### config.mk
export PLATFORM = sky130hd
export DESIGN_NAME = nand_mode_bridge
export DESIGN_NICKNAME = d
export VERILOG_FILES = /design/src/rtl/nmb_pkg.sv /design/src/rtl/nmb_mode_reg.sv /design/src/rtl/nmb_byte_seq.sv /design/src/rtl/nand_mode_bridge.sv
export SDC_FILE = /design/constraint.sdc
export NUM_CORES = 1
export LEC_CHECK = 0
export BUFFER_PORTS_ARGS = -buffer_cell sky130_fd_sc_hd__buf_4
export CAP_MARGIN = 5
export CORE_UTILIZATION = 25
export CTS_BUF_LIST = sky130_fd_sc_hd__clkbuf_16
export DETAILED_ROUTE_END_ITERATION = 8
export PLACE_DENSITY = 0.5
export RECOVER_POWER = 100
export SETUP_SLACK_MARGIN = 0.05
export SKIP_CTS_REPAIR_TIMING = 1
export SLEW_MARGIN = 20
export SYNTH_ARGS = -nofsm -noshare
export SYNTH_HDL_FRONTEND = slang
export SYNTH_SLANG_ARGS = --single-unit
### constraint.sdc
create_clock -name clk -period 1.6 [get_ports clk]
set_input_delay 0.08 -clock clk [delete_from_list [all_inputs] [get_ports clk]]
set_output_delay 0.08 -clock clk [all_outputs]
set_load 0.02 [all_outputs]
### src/rtl/nmb_pkg.sv
`timescale 1ns/1ps
package nmb_pkg;

  typedef enum logic [1:0] {
    ADDR_DATA = 2'd0,
    ADDR_MODE = 2'd1,
    ADDR_STAT = 2'd2,
    ADDR_RSVD = 2'd3
  } bus_addr_e;

  typedef enum logic [1:0] {
    SQ_IDLE   = 2'd0,
    SQ_STROBE = 2'd1,
    SQ_RECOV  = 2'd2
  } seq_state_e;

  // mode register bit positions
  localparam int MB_CLE = 0;
  localparam int MB_ALE = 1;
  localparam int MB_PWR = 2;  // two bits
  localparam int MB_CE  = 4;
  localparam int MB_ECC = 5;  // two bits
  localparam int MB_WP  = 7;

  localparam int STAT_BUSY_BIT = 7;

  function automatic logic [15:0] status_word(input logic busy);
    logic [15:0] w;
    w = '0;
    w[STAT_BUSY_BIT] = busy;
    return w;
  endfunction

  function automatic logic [15:0] mode_word(input logic [7:0] m);
    return {8'h00, m};
  endfunction

endpackage

### src/rtl/nmb_mode_reg.sv
`timescale 1ns/1ps
module nmb_mode_reg
  import nmb_pkg::*;
#(
  parameter int MODE_W = 8
) (
  input  logic              clk,
  input  logic              rst_n,
  input  logic              wr_en,
  input  logic [MODE_W-1:0] wr_byte,
  output logic [MODE_W-1:0] mode_q,
  output logic              ce_n,
  output logic              cle,
  output logic              ale,
  output logic              wp_n,
  output logic [1:0]        ecc,
  output logic [1:0]        pwr
);

  always_ff @(posedge clk or negedge rst_n) begin
    if (!rst_n)     mode_q <= '0;
    else if (wr_en) mode_q <= wr_byte;
  end

  assign cle  = mode_q[MB_CLE];
  assign ale  = mode_q[MB_ALE];
  assign ce_n = ~mode_q[MB_CE];
  assign wp_n = mode_q[MB_WP];
  assign ecc  = mode_q[MB_ECC +: 2];
  assign pwr  = mode_q[MB_PWR +: 2];

  // a mode write shows on the phase pins in the next cycle
  assert_mode_apply_R2: assert property (@(posedge clk) disable iff (!rst_n)
    wr_en |=> (cle == $past(wr_byte[MB_CLE]) && ale == $past(wr_byte[MB_ALE])
               && ce_n == !$past(wr_byte[MB_CE])));

endmodule

### src/rtl/nmb_byte_seq.sv
`timescale 1ns/1ps
module nmb_byte_seq
  import nmb_pkg::*;
#(
  parameter int STROBE_CLKS = 3,
  parameter int BYTE_W      = 8,
  parameter int LANES       = 2
) (
  input  logic                    clk,
  input  logic                    rst_n,
  input  logic                    start,
  input  logic                    wr,
  input  logic                    two,
  input  logic [BYTE_W*LANES-1:0] wdata,
  output logic                    busy,
  output logic                    finish,
  output logic [BYTE_W*LANES-1:0] word,
  output logic                    we_n,
  output logic                    re_n,
  output logic [BYTE_W-1:0]       io_out,
  output logic                    io_oe,
  input  logic [BYTE_W-1:0]       io_in
);

  localparam int CW     = $clog2(STROBE_CLKS + 1);
  localparam int IW     = (LANES > 1) ? $clog2(LANES) : 1;
  localparam int WORD_W = BYTE_W * LANES;
  localparam logic [CW-1:0] CNT_LAST  = CW'(STROBE_CLKS - 1);
  localparam logic [IW-1:0] LANE_LAST = IW'(LANES - 1);

  seq_state_e        state_q;
  logic [CW-1:0]     cnt_q;
  logic [IW-1:0]     idx_q;
  logic [IW-1:0]     last_q;
  logic              wr_q;
  logic [WORD_W-1:0] wdata_q;
  logic [WORD_W-1:0] word_q;

  // named internal events
  logic strobe_end;
  logic lane_last;
  assign strobe_end = (state_q == SQ_STROBE) && (cnt_q == CNT_LAST);
  assign lane_last  = (idx_q == last_q);

  always_ff @(posedge clk or negedge rst_n) begin
    if (!rst_n) begin
      state_q <= SQ_IDLE;
      cnt_q   <= '0;
      idx_q   <= '0;
      last_q  <= '0;
      wr_q    <= 1'b0;
      wdata_q <= '0;
      word_q  <= '0;
    end else begin
      case (state_q)
        SQ_IDLE: if (start) begin
          state_q <= SQ_STROBE;
          cnt_q   <= '0;
          idx_q   <= '0;
          last_q  <= two ? LANE_LAST : '0;
          wr_q    <= wr;
          wdata_q <= wdata;
          word_q  <= '0;
        end
        SQ_STROBE: begin
          if (strobe_end) begin
            state_q <= SQ_RECOV;
            if (!wr_q) word_q[idx_q*BYTE_W +: BYTE_W] <= io_in;
          end else begin
            cnt_q <= cnt_q + 1'b1;
          end
        end
        SQ_RECOV: begin
          if (lane_last) begin
            state_q <= SQ_IDLE;
          end else begin
            idx_q   <= idx_q + 1'b1;
            cnt_q   <= '0;
            state_q <= SQ_STROBE;
          end
        end
        default: state_q <= SQ_IDLE;
      endcase
    end
  end

  assign busy   = (state_q != SQ_IDLE);
  assign finish = (state_q == SQ_RECOV) && lane_last;
  assign word   = word_q;
  assign we_n   = !((state_q == SQ_STROBE) && wr_q);
  assign re_n   = !((state_q == SQ_STROBE) && !wr_q);
  assign io_oe  = wr_q && busy;
  assign io_out = wdata_q[idx_q*BYTE_W +: BYTE_W];

  // checker: independent count of consecutive low-strobe cycles
  logic          strobe_lo;
  logic [CW-1:0] low_run;
  assign strobe_lo = !we_n || !re_n;
  always_ff @(posedge clk or negedge rst_n) begin
    if (!rst_n)         low_run <= '0;
    else if (strobe_lo) low_run <= low_run + 1'b1;
    else                low_run <= '0;
  end

  assert_strobe_width_R9: assert property (@(posedge clk) disable iff (!rst_n)
    $fell(strobe_lo) |-> ($past(low_run) == CNT_LAST));

  assert_one_strobe_R9: assert property (@(posedge clk) disable iff (!rst_n)
    !(!we_n && !re_n));

  assert_no_drive_on_read_R9: assert property (@(posedge clk) disable iff (!rst_n)
    !re_n |-> !io_oe);

endmodule

### src/rtl/nand_mode_bridge.sv
`timescale 1ns/1ps
module nand_mode_bridge
  import nmb_pkg::*;
#(
  parameter int STROBE_CLKS = 3
) (
  input  logic        clk,
  input  logic        rst_n,
  input  logic        bus_req,
  input  logic        bus_wr,
  input  logic [1:0]  bus_addr,
  input  logic        bus_wide,
  input  logic [15:0] bus_wdata,
  output logic [15:0] bus_rdata,
  output logic        bus_done,
  output logic        bus_busy,
  output logic        nand_ce_n,
  output logic        nand_cle,
  output logic        nand_ale,
  output logic        nand_we_n,
  output logic        nand_re_n,
  output logic        nand_wp_n,
  output logic [1:0]  ctl_ecc,
  output logic [1:0]  ctl_pwr,
  output logic [7:0]  nand_io_out,
  output logic        nand_io_oe,
  input  logic [7:0]  nand_io_in,
  input  logic        nand_rb_n
);

  localparam int BYTE_W = 8;
  localparam int LANES  = 2;
  localparam int WORD_W = BYTE_W * LANES;

  logic              seq_busy;
  logic              seq_finish;
  logic [WORD_W-1:0] seq_word;
  logic [BYTE_W-1:0] mode_q;

  // named bus events
  logic accept;
  logic data_start;
  logic mode_load;
  logic reg_access;
  assign accept     = bus_req && !seq_busy;
  assign data_start = accept && (bus_addr == ADDR_DATA);
  assign reg_access = accept && (bus_addr != ADDR_DATA);
  assign mode_load  = reg_access && bus_wr && (bus_addr == ADDR_MODE);

  nmb_mode_reg #(.MODE_W(BYTE_W)) u_mode (
    .clk     (clk),
    .rst_n   (rst_n),
    .wr_en   (mode_load),
    .wr_byte (bus_wdata[BYTE_W-1:0]),
    .mode_q  (mode_q),
    .ce_n    (nand_ce_n),
    .cle     (nand_cle),
    .ale     (nand_ale),
    .wp_n    (nand_wp_n),
    .ecc     (ctl_ecc),
    .pwr     (ctl_pwr)
  );

  nmb_byte_seq #(
    .STROBE_CLKS (STROBE_CLKS),
    .BYTE_W      (BYTE_W),
    .LANES       (LANES)
  ) u_seq (
    .clk    (clk),
    .rst_n  (rst_n),
    .start  (data_start),
    .wr     (bus_wr),
    .two    (bus_wide),
    .wdata  (bus_wdata),
    .busy   (seq_busy),
    .finish (seq_finish),
    .word   (seq_word),
    .we_n   (nand_we_n),
    .re_n   (nand_re_n),
    .io_out (nand_io_out),
    .io_oe  (nand_io_oe),
    .io_in  (nand_io_in)
  );

  logic [WORD_W-1:0] reg_rd;
  always_comb begin
    case (bus_addr)
      ADDR_MODE: reg_rd = mode_word(mode_q);
      ADDR_STAT: reg_rd = status_word(!nand_rb_n);
      default:   reg_rd = '0;
    endcase
  end

  logic [WORD_W-1:0] rdata_q;
  logic              done_q;
  always_ff @(posedge clk or negedge rst_n) begin
    if (!rst_n) begin
      rdata_q <= '0;
      done_q  <= 1'b0;
    end else begin
      done_q <= 1'b0;
      if (reg_access) begin
        done_q  <= 1'b1;
        rdata_q <= bus_wr ? '0 : reg_rd;
      end else if (seq_finish) begin
        done_q  <= 1'b1;
        rdata_q <= seq_word;
      end
    end
  end

  assign bus_rdata = rdata_q;
  assign bus_done  = done_q;
  assign bus_busy  = seq_busy;

  assert_busy_ignore_R10: assert property (@(posedge clk) disable iff (!rst_n)
    (bus_req && bus_busy) |=> $stable({nand_ce_n, nand_cle, nand_ale, nand_wp_n}));

  assert_reg_done_R12: assert property (@(posedge clk) disable iff (!rst_n)
    (bus_req && !bus_busy && bus_addr != ADDR_DATA) |=> bus_done);

  assert_start_busy_R10: assert property (@(posedge clk) disable iff (!rst_n)
    (bus_req && !bus_busy && bus_addr == ADDR_DATA) |=> (bus_busy && !bus_done));

endmodule

==> qor_table.md <==
| Quantity | This run |
| --- | --- |
| Number of detailed-route iterations in the first pass | 4 |
| Clock transition at the register clock pins on the worst setup and hold paths after CTS | 0.05 ns |
| Cells after Synth | 276 |
| Number of fillers in the final layout | 1146 |
| Final routed DRC violation total | 0 |
| I/O pin count | 69 |
| Buffers added on ports | 68 |
| Via density per instance | 4.33 |
| Antenna diode count | 0 |
| Relative slew slack | 56.9% |
| Initial Utilization | 25.7% |
| Maximum number of pins on one net before global-route repair | 47 |
| Horiz. Die Dim | 110 um |
| CTS tree | yes |
| Die area | 12200 um2 |
| Total Routing Usage GR | 12.9% |
| Utilization after layout | 37.4% |
| Routed Wire Length | 7710 um |
| Area share of the leading cell type in the synthesized netlist | 54.4% |
| Total grt overflow | 0 |
| Post-synthesis cell type count | 39 |
| Worst-case register-to-register setup slack | 0.04 ns |
| Post-synth net total | 313 |
| HPWL after detailed placement | 5280 um |
| Setup repair after global routing missed its margin | yes |
| Weighted congestion reported at the end of routability-driven placement | 0.729 |
| Die extent in y | 110 um |
| Endpoint kind of the worst setup timing path | register |
| Terminating pin of the worst hold path | u_seq.wr_q |
| Largest fanout of any net on the critical path | 9 |
| Total number of vias | 2264 |
| Final worst path period need | 1.56 ns |
| Worst voltage drop across the vdd grid | 0.777 mV |
| Data arrival, critical path | 1.77 ns |
| CTS Buf Count | 9 |
| Clock sink count | 64 |
| Crit path launch type | register |
| Via count of the first global-routing pass | 2309 |
| Areal power density over the cells | 1820 nW/um2 |
| Crit share post-route | 97.5% |
| R2R cell count | 4 |
| Worst-case clock skew | 0.00477 ns |
| Run status | finished with violations |
| Standard cell area after detailed placement | 3680 um2 |
| Synthesis Warnings | 0 |
| Mean instance size in the synthesized netlist | 10.7 um2 |
| Total negative slack | 0 ns |
| Worst hold path depth | 3 |
| Critical hold path startpoint | bus_wr |
| Cell area after layout | 4290 um2 |
| Total of flip-flops plus latches after synthesis | 64 |
| Failing checks | negative hold slack |
| Global-route wire length before repair | 12200 um |
| Static Leakage | 2.12 nW |
| Core ar. | 11500 um2 |
| Stage delay of the slowest cell on the critical path | 0.46 ns |
| Synthesis-to-finish area growth | 45.8% |
| Max_cap viols | 0 |
| Actual transition at the worst max-transition pin | 0.647 ns |
| Clock insertion delay at the later pin of the skew report | 0.33 ns |
| Reg2reg end | u_mode.mode_q[6] |
| Buffers and inverters on the worst path | 1 |
| Tightest Hold Check Type | in -> reg |
| Fraction of layout cells with a size suffix above 1 | 27.9% |
| Total chip power | 7.83 mW |
| Total standard cell area after synthesis | 2940 um2 |
| Routed len/inst | 14.7 um |
| Number of placement rows | 39 |
| Number of endpoints failing setup at the final stage | 0 |
| Final max-slew violation count | 0 |
| Bufs on Longest Clock Path | 2 |
| Net total in the final layout | 412 |
| Violation count after the first detailed-routing iteration | 67 |
| Crit Path Category | reg -> reg |
| Sequence of cells on the critical path | nor4b_4 > and3_4 > buf_4 > mux2_1 |
| Final count of hold timing violations | 1 |
| Sequential fraction of the synthesis area | 54.4% |
| Data required, critical path | 1.81 ns |
| Max Freq | 0.641 GHz |
| Clock root buffer master | sky130_fd_sc_hd__clkbuf_16 |
| Antenna violations before repair | 0 |
| Largest delay contributor family on the critical path | simple AND/OR/NAND/NOR gates |
| Smallest hold slack | -0.0203 ns |
| Slowest library cell on the worst path | sky130_fd_sc_hd__dfrtp_2 |
| Depth of the CTS H-tree | 3 |
| Top area cells in the synthesized netlist | sky130_fd_sc_hd__dfrtp_1, sky130_fd_sc_hd__nand2_1, sky130_fd_sc_hd__mux2i_1 |
| Commonest non-fill, non-tap cell in the layout | sky130_fd_sc_hd__nand2_1 |
| Post-detailed-route count of antenna-violating nets | 0 |
| Most frequent cells in the layout | sky130_fd_sc_hd__nand2_1, sky130_fd_sc_hd__dfrtp_1, sky130_fd_sc_hd__buf_4 |
| Yosys top cell by area | sky130_fd_sc_hd__dfrtp_1 |
| Beginning of the worst register-to-register path | u_seq.state_q[0] |
[how the worst max path moves through the flow]
stage | from | end | slack, ns | depth (start not counted)
after floorplan | u_seq.state_q[0] | u_mode.mode_q[0] | 0.02 | 4
after global placement | u_seq.state_q[1] | bus_rdata[7] | -0.10 | 3
after detailed placement | u_seq.state_q[1] | bus_rdata[7] | -0.09 | 3
after CTS | u_seq.state_q[1] | bus_rdata[7] | -0.11 | 3
after global routing | u_seq.state_q[1] | u_seq.idx_q | -0.02 | 5
final | u_seq.state_q[0] | u_mode.mode_q[6] | 0.04 | 4
[flip-flops by register name, summed over array words and instances, names as in the netlist]
signal         cells
bus_done           1
bus_rdata         16
u_mode.mode_q      8
u_seq.cnt_q        2
u_seq.idx_q        1
u_seq.last_q       1
u_seq.state_q      2
u_seq.wdata_q     16
u_seq.word        16
u_seq.wr_q         1
[cell usage after synthesis]
library cell and number:
sky130_fd_sc_hd__a21oi_1 1, sky130_fd_sc_hd__or4b_1 1, sky130_fd_sc_hd__and4bb_2 1, sky130_fd_sc_hd__a21oi_2 1, sky130_fd_sc_hd__nand4bb_1 1, sky130_fd_sc_hd__or2_2 1
sky130_fd_sc_hd__buf_6 1, sky130_fd_sc_hd__dfrtp_1 64, sky130_fd_sc_hd__nor2_1 3, sky130_fd_sc_hd__a221o_1 7, sky130_fd_sc_hd__nor3b_1 1, sky130_fd_sc_hd__nor2b_1 2
sky130_fd_sc_hd__nand4b_1 1, sky130_fd_sc_hd__buf_1 1, sky130_fd_sc_hd__and2_1 2, sky130_fd_sc_hd__and3_1 6, sky130_fd_sc_hd__inv_2 1, sky130_fd_sc_hd__mux2_1 8
sky130_fd_sc_hd__mux2_2 10, sky130_fd_sc_hd__xor2_2 1, sky130_fd_sc_hd__xnor2_2 1, sky130_fd_sc_hd__nor3_2 1, sky130_fd_sc_hd__a211oi_1 1, sky130_fd_sc_hd__and3b_1 1
sky130_fd_sc_hd__clkbuf_1 3, sky130_fd_sc_hd__nor4b_1 1, sky130_fd_sc_hd__nand2b_1 5, sky130_fd_sc_hd__nor4b_4 1, sky130_fd_sc_hd__buf_4 5, sky130_fd_sc_hd__a2bb2oi_1 1
sky130_fd_sc_hd__mux2i_1 17, sky130_fd_sc_hd__o21ai_1 8, sky130_fd_sc_hd__inv_1 13, sky130_fd_sc_hd__a211oi_2 1, sky130_fd_sc_hd__nand3_1 9, sky130_fd_sc_hd__o31ai_1 1
sky130_fd_sc_hd__buf_2 7, sky130_fd_sc_hd__ha_1 5, sky130_fd_sc_hd__nand2_1 81
[stage by stage]
| step | setup WS, ns | cells | hold slack [ns] |
|---|---|---|---|
| 6_report | 0.0404 | 523 | -0.0203 |
| 5_1_grt | -0.0169 | 523 | 0.00547 |
| 4_1_cts | -0.106 | 503 | -0.365 |
| 3_5_place_dp | -0.0921 | 487 | -0.00708 |
| 3_3_place_gp | -0.101 | 487 | -0.0132 |
| 2_1_floorplan | 0.0195 | 276 | -0.216 |
[cell families after synthesis]
group	after synthesis	synth area share, %
adder cells (fa/ha/maj)	5	2.13
AO/OA/AOI/OAI	21	5.44
XOR/XNOR	2	1.11
multiplexers	35	12.7
buffers and inverters	31	5.14
flip-flops	64	54.4
AND/OR/NAND/NOR	118	19.1
[worst reg2reg max path: stages, from the launching register on]
cell,delay [ns]
sky130_fd_sc_hd__dfrtp_2,0.46
sky130_fd_sc_hd__nor4b_4,0.29
sky130_fd_sc_hd__and3_4,0.23
sky130_fd_sc_hd__buf_4,0.14
sky130_fd_sc_hd__mux2_1,0.32
[per-layer routing]
layer	GRT usage [%]	routed length [um]	vias up
li1	-	-	1120
met1	17.1	3700	1077
met2	18.9	3450	60
met3	5.65	487	7
met4	3.73	61	0
met5	0	0	-
[final cells by class]
type	count	area, um2	share of cell area, %
sequential	64	1610	37.4
multi-input combinational	181	1290	30.0
timing repair buffer	105	798	18.6
clock buffer	9	225	5.25
tap	143	179	4.17
clock inverter	7	144	3.35
inverter	14	52.6	1.22
[power breakdown]
group,internal [mW],total [mW],leakage [nW],switching (mW)
sequential,2.19,2.65,0.835,0.462
combinational,1.35,2.77,1.11,1.42
clock,1.68,2.41,0.172,0.727
(Power assumes the default switching activity.)
